$ cat src/rtl/cfs_pkg.sv
// Package: shared constants, operation codes and micro-step types for the
// control-flow and stack sequencer. Assumes an 8-bit data path and a
// 16-bit address space with the stack held in one fixed page.
package cfs_pkg;

    localparam int DATA_W  = 8;
    localparam int ADDR_W  = 16;
    localparam int OP_W    = 4;
    localparam int STEP_W  = 3;
    localparam int NBYTES  = 3;

    localparam logic [DATA_W-1:0] STACK_PAGE = 8'h01;

    // status bit positions
    localparam int ST_NEG  = 7;
    localparam int ST_RSV  = 5;
    localparam int ST_BRK  = 4;
    localparam int ST_ZERO = 1;

    typedef enum logic [OP_W-1:0] {
        OP_JMP  = 4'd0,
        OP_JMPI = 4'd1,
        OP_CALL = 4'd2,
        OP_RET  = 4'd3,
        OP_RTI  = 4'd4,
        OP_PSHA = 4'd5,
        OP_PSHP = 4'd6,
        OP_PULA = 4'd7,
        OP_PULP = 4'd8
    } cf_op_e;

    typedef enum logic [2:0] {
        AK_IDLE,
        AK_PUSH,
        AK_PULL,
        AK_PTR_LO,
        AK_PTR_HI
    } acc_kind_e;

    typedef enum logic [1:0] {
        WS_RET_HI,
        WS_RET_LO,
        WS_ACC,
        WS_STAT
    } wsel_e;

    typedef struct packed {
        acc_kind_e kind;
        wsel_e     wsel;
    } uop_t;

    // cycle count for an operation code
    function automatic logic [STEP_W-1:0] op_cycles(input logic [OP_W-1:0] code);
        case (code)
            OP_JMP:  op_cycles = 3'd3;
            OP_JMPI: op_cycles = 3'd5;
            OP_CALL: op_cycles = 3'd6;
            OP_RET:  op_cycles = 3'd6;
            OP_RTI:  op_cycles = 3'd6;
            OP_PSHA: op_cycles = 3'd3;
            OP_PSHP: op_cycles = 3'd3;
            OP_PULA: op_cycles = 3'd4;
            OP_PULP: op_cycles = 3'd4;
            default: op_cycles = 3'd0;
        endcase
    endfunction

    // true for a defined operation code
    function automatic logic op_known(input logic [OP_W-1:0] code);
        op_known = (code <= OP_PULP);
    endfunction

endpackage

$ cat src/rtl/cfs_uop_rom.sv
// Micro-step table: for the running operation and the current step
// (1-based), gives the memory access kind and the write-data source.
// Assumes steps beyond the last access return an idle step.
module cfs_uop_rom
    import cfs_pkg::*;
(
    input  logic              active,
    input  cf_op_e            op,
    input  logic [STEP_W-1:0] step,
    output uop_t              uop
);

    // decode the access of this step
    always_comb begin
        uop = '{kind: AK_IDLE, wsel: WS_ACC};
        if (active) begin
            case (op)
                OP_JMPI: begin
                    if (step == 3'd1) uop.kind = AK_PTR_LO;
                    if (step == 3'd2) uop.kind = AK_PTR_HI;
                end
                OP_CALL: begin
                    if (step == 3'd1) uop = '{kind: AK_PUSH, wsel: WS_RET_HI};
                    if (step == 3'd2) uop = '{kind: AK_PUSH, wsel: WS_RET_LO};
                end
                OP_RET: begin
                    if (step <= 3'd2) uop.kind = AK_PULL;
                end
                OP_RTI: begin
                    if (step <= 3'd3) uop.kind = AK_PULL;
                end
                OP_PSHA: begin
                    if (step == 3'd1) uop = '{kind: AK_PUSH, wsel: WS_ACC};
                end
                OP_PSHP: begin
                    if (step == 3'd1) uop = '{kind: AK_PUSH, wsel: WS_STAT};
                end
                OP_PULA, OP_PULP: begin
                    if (step == 3'd1) uop.kind = AK_PULL;
                end
                default: uop.kind = AK_IDLE;
            endcase
        end
    end

endmodule

$ cat src/rtl/cfs_stack_ptr.sv
// Stack pointer: post-decrement on push, pre-increment on pull, both
// modulo 2^DATA_W. Supplies the stack address for either access.
// Assumes push and pull are never requested in the same cycle.
module cfs_stack_ptr
    import cfs_pkg::*;
#(
    parameter logic [DATA_W-1:0] RESET_SP = 8'hFD
) (
    input  logic              clk,
    input  logic              rst_n,
    input  logic              push,
    input  logic              pull,
    output logic [DATA_W-1:0] sp,
    output logic [ADDR_W-1:0] push_addr,
    output logic [ADDR_W-1:0] pull_addr
);

    logic [DATA_W-1:0] sp_inc;

    // next-above pointer for pulls
    assign sp_inc    = sp + 1'b1;
    assign push_addr = {STACK_PAGE, sp};
    assign pull_addr = {STACK_PAGE, sp_inc};

    // pointer update
    always_ff @(posedge clk) begin
        if (!rst_n)    sp <= RESET_SP;
        else if (push) sp <= sp - 1'b1;
        else if (pull) sp <= sp_inc;
    end

endmodule

$ cat src/rtl/cfs_capture.sv
// Read capture: records each byte returned one cycle after a read was
// issued, in issue order, into NBYTES slots. Cleared when an instruction
// starts. Assumes no instruction issues more than NBYTES reads.
module cfs_capture
    import cfs_pkg::*;
(
    input  logic              clk,
    input  logic              rst_n,
    input  logic              clear,
    input  logic              rd_issue,
    input  logic [DATA_W-1:0] rdata,
    output logic [DATA_W-1:0] bytes_q [NBYTES]
);

    localparam int IDX_W = $clog2(NBYTES + 1);

    logic             pend_q;
    logic [IDX_W-1:0] idx_q;

    // track outstanding read and slot index
    always_ff @(posedge clk) begin
        if (!rst_n || clear) begin
            pend_q <= 1'b0;
            idx_q  <= '0;
        end else begin
            pend_q <= rd_issue;
            if (pend_q) idx_q <= idx_q + 1'b1;
        end
    end

    // one storage slot per read in the instruction
    for (genvar g = 0; g < NBYTES; g++) begin : g_slot
        always_ff @(posedge clk) begin
            if (!rst_n)
                bytes_q[g] <= '0;
            else if (pend_q && (idx_q == IDX_W'(g)))
                bytes_q[g] <= rdata;
        end
    end

endmodule

$ cat src/rtl/cf_stack_seq.sv
// Control-flow and stack sequencer top. Accepts one operation when idle,
// walks its micro-steps with at most one memory access per cycle, and in
// the final cycle updates pc and raises the accumulator/status strobes.
// Assumes acc_in/stat_in are held stable while busy.
module cf_stack_seq
    import cfs_pkg::*;
#(
    parameter logic [ADDR_W-1:0] RESET_PC = 16'h8000,
    parameter logic [DATA_W-1:0] RESET_SP = 8'hFD
) (
    input  logic              clk,
    input  logic              rst_n,
    input  logic              start,
    input  logic [OP_W-1:0]   op,
    input  logic [ADDR_W-1:0] operand,
    input  logic [DATA_W-1:0] acc_in,
    input  logic [DATA_W-1:0] stat_in,
    output logic [ADDR_W-1:0] mem_addr,
    output logic              mem_we,
    output logic [DATA_W-1:0] mem_wdata,
    input  logic [DATA_W-1:0] mem_rdata,
    output logic              busy,
    output logic              done,
    output logic [STEP_W-1:0] cyc_count,
    output logic [ADDR_W-1:0] pc,
    output logic [DATA_W-1:0] sp,
    output logic              acc_we,
    output logic [DATA_W-1:0] acc_wdata,
    output logic              stat_we,
    output logic [DATA_W-1:0] stat_wdata
);

    localparam int HI = ADDR_W - 1;
    localparam int LO = DATA_W;

    cf_op_e            op_q;
    logic [ADDR_W-1:0] opnd_q;
    logic [STEP_W-1:0] step_q;
    logic [STEP_W-1:0] n_cyc;
    logic              accept;
    logic              last;
    uop_t              uop;
    logic              do_push;
    logic              do_pull;
    logic              rd_issue;
    logic [ADDR_W-1:0] push_addr;
    logic [ADDR_W-1:0] pull_addr;
    logic [ADDR_W-1:0] ret_addr;
    logic [ADDR_W-1:0] ptr_hi_addr;
    logic [ADDR_W-1:0] pc_next;
    logic [DATA_W-1:0] got [NBYTES];
    logic [DATA_W-1:0] pulled_stat;

    assign accept = start && !busy && op_known(op);
    assign n_cyc  = op_cycles(op_q);
    assign last   = busy && (step_q == n_cyc);

    // operation register and step counter
    always_ff @(posedge clk) begin
        if (!rst_n) begin
            busy   <= 1'b0;
            step_q <= '0;
            op_q   <= OP_JMP;
            opnd_q <= '0;
        end else if (accept) begin
            busy   <= 1'b1;
            step_q <= 3'd1;
            op_q   <= cf_op_e'(op);
            opnd_q <= operand;
        end else if (last) begin
            busy   <= 1'b0;
            step_q <= '0;
        end else if (busy) begin
            step_q <= step_q + 1'b1;
        end
    end

    cfs_uop_rom u_rom (
        .active (busy),
        .op     (op_q),
        .step   (step_q),
        .uop    (uop)
    );

    assign do_push  = (uop.kind == AK_PUSH);
    assign do_pull  = (uop.kind == AK_PULL);
    assign rd_issue = do_pull || (uop.kind == AK_PTR_LO) || (uop.kind == AK_PTR_HI);

    cfs_stack_ptr #(.RESET_SP(RESET_SP)) u_sp (
        .clk       (clk),
        .rst_n     (rst_n),
        .push      (do_push),
        .pull      (do_pull),
        .sp        (sp),
        .push_addr (push_addr),
        .pull_addr (pull_addr)
    );

    cfs_capture u_cap (
        .clk      (clk),
        .rst_n    (rst_n),
        .clear    (accept),
        .rd_issue (rd_issue),
        .rdata    (mem_rdata),
        .bytes_q  (got)
    );

    // return address saved by a call, and in-page pointer successor
    assign ret_addr    = pc - 1'b1;
    assign ptr_hi_addr = {opnd_q[HI:LO], opnd_q[LO-1:0] + 1'b1};

    // memory address and write data of this step
    always_comb begin
        mem_addr  = '0;
        mem_wdata = '0;
        case (uop.kind)
            AK_PUSH:   mem_addr = push_addr;
            AK_PULL:   mem_addr = pull_addr;
            AK_PTR_LO: mem_addr = opnd_q;
            AK_PTR_HI: mem_addr = ptr_hi_addr;
            default:   mem_addr = '0;
        endcase
        if (do_push) begin
            case (uop.wsel)
                WS_RET_HI: mem_wdata = ret_addr[HI:LO];
                WS_RET_LO: mem_wdata = ret_addr[LO-1:0];
                WS_ACC:    mem_wdata = acc_in;
                default:   mem_wdata = stat_in | DATA_W'(1 << ST_BRK);
            endcase
        end
    end
    assign mem_we = do_push;

    // new program counter at the end of the operation
    always_comb begin
        case (op_q)
            OP_JMP, OP_CALL: pc_next = opnd_q;
            OP_JMPI:         pc_next = {got[1], got[0]};
            OP_RET:          pc_next = {got[1], got[0]} + 1'b1;
            OP_RTI:          pc_next = {got[2], got[1]};
            default:         pc_next = pc;
        endcase
    end

    // program counter register
    always_ff @(posedge clk) begin
        if (!rst_n)    pc <= RESET_PC;
        else if (last) pc <= pc_next;
    end

    // register write-back for pulls
    assign pulled_stat = got[0] | DATA_W'(1 << ST_RSV);
    always_comb begin
        acc_we     = 1'b0;
        acc_wdata  = got[0];
        stat_we    = 1'b0;
        stat_wdata = stat_in;
        if (last) begin
            case (op_q)
                OP_PULA: begin
                    acc_we              = 1'b1;
                    stat_we             = 1'b1;
                    stat_wdata[ST_NEG]  = got[0][ST_NEG];
                    stat_wdata[ST_ZERO] = (got[0] == '0);
                end
                OP_PULP, OP_RTI: begin
                    stat_we    = 1'b1;
                    stat_wdata = pulled_stat;
                end
                default: begin
                    acc_we  = 1'b0;
                    stat_we = 1'b0;
                end
            endcase
        end
    end

    assign done      = last;
    assign cyc_count = last ? n_cyc : '0;

endmodule

$ cat config.mk
export PLATFORM = sky130hd
export DESIGN_NAME = cf_stack_seq
export DESIGN_NICKNAME = d
export VERILOG_FILES = /design/src/rtl/cfs_pkg.sv /design/src/rtl/cfs_uop_rom.sv /design/src/rtl/cfs_stack_ptr.sv /design/src/rtl/cfs_capture.sv /design/src/rtl/cf_stack_seq.sv
export SDC_FILE = /design/constraint.sdc
export NUM_CORES = 1
export LEC_CHECK = 0
export BUFFER_PORTS_ARGS = -buffer_cell sky130_fd_sc_hd__buf_2
export CORE_MARGIN = 2
export CORE_UTILIZATION = 40
export CTS_CLUSTER_SIZE = 24
export DETAILED_ROUTE_END_ITERATION = 10
export PLACE_DENSITY = 0.73
export SLEW_MARGIN = 40
export SYNTH_ARGS = -nofsm -noshare
export SYNTH_HDL_FRONTEND = slang
export SYNTH_SLANG_ARGS = --single-unit
$ cat constraint.sdc
create_clock -name clk -period 3.29 [get_ports clk]
set_input_delay 0.4935 -clock clk [delete_from_list [all_inputs] [get_ports clk]]
set_output_delay 0.4935 -clock clk [all_outputs]
set_load 0.1 [all_outputs]
Yosys cells after proc, flatten, opt, wreduce, memory -nomap -nowiden

Memory sizes are Yosys's and may differ from the RTL's. A register that Yosys moved wholly into a read port is not among the register bits.
Cells that the tools add are included.

Register bits: 75
ROM bits: 48
Output and inout port bits: 72
Word-level logic and storage cells: 103
Memories kept: 1

Memory list:

| name             | depth | width | read ports | clocked after memory_dff | wr ports | RTL line      | source |
|---|---|---|---|---|---|---|---|
| (name not given) | 16    | 3     | 1          | 1                        | 0        | cfs_pkg.sv:54 | `case (code)` |

Add/subtract/negate cells: 7
$lt $le $gt $ge: 3
Equality and inequality tests: 19
Muxes and demuxes: 35
Bitwise operators: 1
Reductions and logical operators: 25

Operator list:

| operator              | number |
|---|---|
| $pmux 16 s4           | 2 |
| $mux 8                | 4 |
| $pmux 8 s3            | 1 |
| $pmux 3 s7            | 1 |
| $add 16x1->16 const B | 1 |
| $add 8x1->8 const B   | 2 |
| $eq 4x3->1 const B    | 4 |
| $sub 16x1->16 const B | 1 |
| $mux 3                | 5 |
| $mux 5                | 3 |
| $mux 1                | 11 |
| $eq 3x2->1 const B    | 3 |
| $eq 4x2->1 const B    | 2 |
| $logic_not 8->1       | 1 |
| $mux 2                | 4 |
| $mux 4                | 2 |
| $sub 8x1->8 const B   | 1 |
| $eq 3x1->1 const B    | 2 |
| $le 3x2->1 const B    | 2 |
| $logic_and 1x1->1     | 6 |
| $pmux 2 s3            | 1 |
| $reduce_or 2->1       | 3 |
| $reduce_or 3->1       | 2 |
| $eq 2x1->1 const B    | 2 |
| 18 further kinds      | 24 |

Longest topological paths before layout

Depth after elaboration: 8
Depth in mapped cells: 11

Hierarchy

Synthesis repeated with hierarchy kept, for this count alone.

Cell total of the unflattened synthesis: 736
Area total of the unflattened synthesis: 5799.3 um^2

Modules (own cells, without submodules):

| module        | instances | cells an instance | area each (um^2) |
|---|---|---|---|
| cf_stack_seq  | 1         | 511               | 3746.1 |
| cfs_capture   | 1         | 103               | 1091.0 |
| cfs_stack_ptr | 1         | 92                | 768.2 |
| cfs_uop_rom   | 1         | 30                | 193.9 |

Worst setup path after synthesis

No wires, ideal clock.

Kind: flip-flop to output port
Start: register busy
End: output port mem_wdata[0]
Data arrival time: 4.022 ns
Data required time: 2.796 ns
Setup slack: -1.226 ns
Stages on the path, launching flop included: 8
Path buffers: 3
Path through: dfxtp_1 -> clkbuf_1 -> and3_1 -> clkbuf_1 -> and2_1 -> clkbuf_1 -> a222oi_1 -> nor3_1

Cells in the longest elaborated chain, start to end: 4
Elaborated cells on any way between the ends: 7
Classes of those cells: eq/ne (3); mux (3); reduce/logical (1)

Ends and longest elaborated chain:

| element                                  | RTL line            | source |
|---|---|---|
| start, declared                          | cf_stack_seq.sv:22  | `output logic busy,` |
| start signal, assigned                   | cf_stack_seq.sv:61  | `busy <= 1'b0;` |
| start signal, assigned                   | cf_stack_seq.sv:66  | `busy <= 1'b1;` |
| start signal, assigned                   | cf_stack_seq.sv:71  | `busy <= 1'b0;` |
| $mux 5 (*)                               | cfs_uop_rom.sv:16   | `if (active) begin` |
| $eq 2x2->1, or another cell as far along | cf_stack_seq.sv:124 | `case (uop.wsel)` |
| $pmux 8 s3                               | cf_stack_seq.sv:124 |  |
| $mux 8 (*)                               | cf_stack_seq.sv:123 | `if (do_push) begin` |
| end, declared                            | cf_stack_seq.sv:20  | `output logic [DATA_W-1:0] mem_wdata,` |

Mark *: on every way between the ends. The rest lies on a longest branch, timed or not.

Final worst setup path

Start: register op_q[3]
End: output port mem_addr[8]

Cells in the longest elaborated chain, start to end: 6
Elaborated cells on any way between the ends: 16
Classes of those cells: eq/ne (12); mux (3); reduce/logical (1)

Ends and longest elaborated chain:

| element                                         | RTL line            | source |
|---|---|---|
| start, declared                                 | cf_stack_seq.sv:36  | `cf_op_e op_q;` |
| start signal, assigned                          | cf_stack_seq.sv:68  | `op_q <= cf_op_e'(op);` |
| $eq 4x3->1 / $eq 4x4->1 (equally long branches) | cfs_uop_rom.sv:17   | `case (op)` |
| $reduce_or 2->1                                 | cfs_uop_rom.sv:17   |  |
| $pmux 3 s7 (*)                                  | cfs_uop_rom.sv:17   |  |
| $mux 5 (*)                                      | cfs_uop_rom.sv:16   |  |
| $eq 3x3->1, or another cell as far along        | cf_stack_seq.sv:116 | `case (uop.kind)` |
| $pmux 16 s4 (*)                                 | cf_stack_seq.sv:116 |  |
| end, declared                                   | cf_stack_seq.sv:18  | `output logic [ADDR_W-1:0] mem_addr,` |

Marked as above.

==> metrics.yaml <==
status: "finished, final reports clean"
cts.path.max_buffers: 2
cts_tree: "yes"
dr.pass1.iters: 6
portBuffers: 118
startpoint_type: "register"
worst_pin_slew_ns: 0.6349
min-delay-start: "operand[15]"
criticalPathCategory: "reg -> out"
path_clk_slew_ns: 0.06
rows: 42
setup_violations: 0
ys_warn_count: 0
synth_ff_type: "dfxtp_1"
pwr-share-clk_pct: 43.1
grt_usage_pct: 23.17
insertion_delay_ns: 0.35
power_mw: 2.569
r2r-start: "op_q[1]"
swShare_pct: 29.25
p_int_mw: 1.818
syn_nets: 779
synth_seq_area_share_pct: 28.34
drcViolationCount: 0
hold_viol: 0
core_area_sq_um: 13350
async_flop_share_pct: 0
syn_area_sq_um: 5510
synth_edf_count: 0
required_ns: 2.80
die_y_microns: 121.4
antenna_found_initial: 0
h-tree-depth: 3
worst_clock_skew_ns: 0.006872
postRouteWirelength_mm: 17.48
drtAntennaViolNets: 0
grt_pass1_vias: 5121
cts_buffers: 9
p_seq_share_pct: 39.5
synth_cell_types: 77
r2r_slack_ns: 0.81
cts_hold_buf: 0
area.growth.synth_to_final_pct: 29.47
hold_depth: 3
die_w_microns: 121.4
cts_sinks: 78
grt_overflow: 0
synth_cells: 715
viasPerCell: 5.780
gp_congestion: 0.9409
min_to: "opnd_q[15]"
pwr-share-comb_pct: 17.5
power_density_nw_per_um2: 360.2
min-delay-path-class: "in -> reg"
worst_setup_path_end_kind: "primary output"
ys_seq_elements: 78
drt_iter0_markers: 563
route.detailed.wl_per_inst_microns: 17.53
syn_avg_cell_area_sq_um: 7.707
vias: 5763
utilization_pct: 53.45
cp_max_fo: 11
grt_max_degree: 49
peakVddDrop_mv: 0.2198
worstPathArrival_ns: 2.77
period_needed_ns: 3.266
fin_crit_sh_pct: 99.28
grt_pass1_wl_mm: 26.93
drv_slew: 0
r2r_cells: 8
power_switching_mw: 0.7514
dp_hpwl_mm: 12.92
place_area_sq_um: 6699
cap_violations: 0
clock.fmax_mhz: 306.2
leakage_nw: 2.884
drive_gt1_share_pct: 27.53
layout.nets: 880
start_util_pct: 41.28
dieArea_sq_um: 14730
num_antenna_cells: 0
setup_tns_ns: 0
ctsRootBufferMaster: "clkbuf_16"
ios: 119
rr_endpoint: "u_sp.sp[5]"
fin_area_sq_um: 7134
relSlewSlack_pct: 57.39
[layer usage]
metal  track usage, %  share of wire [%]  up-vias
li1                 -                  -     2765
met3            4.887                 11       40
met4            6.825                2.5        0
met2            34.23                 43      321
met1            33.75                 44     2637
met5                0                  0        -
[cell type report]
| type | count | area (sq um) |
|---|---|---|
| clock buffers | 10 | 239.0 |
| clock inverters | 6 | 93.84 |
| fillers | 1276 | 6213 |
| inverters | 24 | 92.59 |
| multi-input cells | 554 | 3699 |
| flip-flops and latches | 78 | 1579 |
| well taps | 176 | 220.2 |
| repair buffers | 149 | 1211 |
[power by group through the flow]
stage / logic (mW) / clock network [mW] / registers [mW]
after CTS: 0.429 / 1.11 / 1.01
after global routing: 0.481 / 1.15 / 1.02
after detailed placement: 0.425 / 0 / 1.03
after floorplan: 0.294 / 0 / 1.04
after global placement: 0.423 / 0 / 1.03
final: 0.449 / 1.11 / 1.01
[synthesized netlist by cell type, drive strengths merged, types with 11 or more instances]
master	n	area, sq um
nand2	116	435.4
nand4	13	81.33
clkbuf	36	135.1
a21boi	35	262.8
mux2	12	135.1
xor2	20	175.2
o21ai	36	180.2
nor2b	11	68.82
xnor2	21	183.9
buf	23	167.6
inv	24	90.09
nor3	16	100.1
and3	13	81.33
ha	17	212.7
dfxtp	78	1562
a21oi	33	165.2
nor2	41	156.4
nand3	52	270.3
[worst max-delay path by stage]
stage | start | to | slack (ns) | cells after the start
5_1_grt | op_q[3] | mem_addr[8] | -0.02 | 8
3_5_place_dp | step_q[0] | mem_addr[6] | 0.21 | 9
2_1_floorplan | op_q[1] | mem_addr[8] | -0.34 | 8
6_report | op_q[3] | mem_addr[8] | 0.02 | 8
3_3_place_gp | step_q[0] | mem_addr[6] | 0.29 | 9
4_1_cts | op_q[3] | mem_addr[8] | 0.003 | 8
[placed cells by master, fill, tap and decap left out, types with 5 or more instances in the layout]
| master | netlist | routed |
|---|---|---|
| dfxtp_1 | 78 | 70 |
| buf_2 | 5 | 93 |
| a21boi_0 | 35 | 35 |
| a222oi_1 | 7 | 7 |
| a221o_1 | 8 | 8 |
| inv_1 | 22 | 22 |
| nand3_1 | 50 | 50 |
| and3_1 | 13 | 13 |
| nor3_1 | 12 | 10 |
| buf_4 | 10 | 29 |
| mux2i_1 | 7 | 7 |
| a21oi_1 | 33 | 30 |
| nor2b_1 | 11 | 10 |
| nand2_1 | 116 | 116 |
| ha_1 | 17 | 16 |
| buf_12 | 0 | 24 |
| a31oi_1 | 6 | 6 |
| xnor2_1 | 21 | 21 |
| nor2_1 | 40 | 36 |
| mux2_2 | 10 | 10 |
| o21ai_1 | 10 | 9 |
| dfxtp_2 | 0 | 5 |
| o21ai_0 | 26 | 26 |
| xor2_1 | 20 | 20 |
| nand4_1 | 13 | 13 |
| clkbuf_16 | 0 | 10 |
| o211a_1 | 6 | 6 |
| nor4_1 | 8 | 8 |
[critical path, cell delays in order, from the launching register on]
cell       delay [ns]
dfxtp_4          0.37
or4b_1           0.54
o221ai_2         0.24
a221oi_2         0.13
buf_6            0.18
nor3_4           0.23
nor2_4           0.11
o211ai_1         0.35
clkbuf_16        0.28
[what timing repair did]
action                                  4_1_cts  5_1_grt
endpoints found under the setup margin       12       19
gates resized for setup                       6       15
pin swaps                                     1        7
setup buffers                                 0        5
[cells by family (layout without fill, tap and decap cells)]
group | after synthesis | in the layout | synth area share, %
simple gates | 303 | 303 | 27.82
fa+ha+maj | 17 | 17 | 3.860
flops | 78 | 78 | 28.34
mux | 19 | 19 | 3.724
xor+xnor | 41 | 41 | 6.517
buf+inv | 83 | 189 | 7.130
compound gates | 174 | 174 | 22.62
[state kept, by name, indices dropped and copies added, names as in the netlist]
register,count
opnd_q,16
step_q,3
op_q,4
busy,1
u_sp.sp,8
u_cap.bytes_q,24
u_cap.pend_q,1
u_cap.idx_q,2
pc,16
n_cyc,3
[stage by stage]
stage                     instances  setup slack (ns)  hold WS, ns
final                           997           0.02378       0.3838
after global placement          976            0.2936       0.4515
after detailed placement        976            0.2126       0.4634
after floorplan                 715           -0.3369       0.4365
after CTS                       992          0.003003       0.3902
after global routing            997          -0.02025       0.4036
Note: power is estimated with default switching activity, not from simulation.
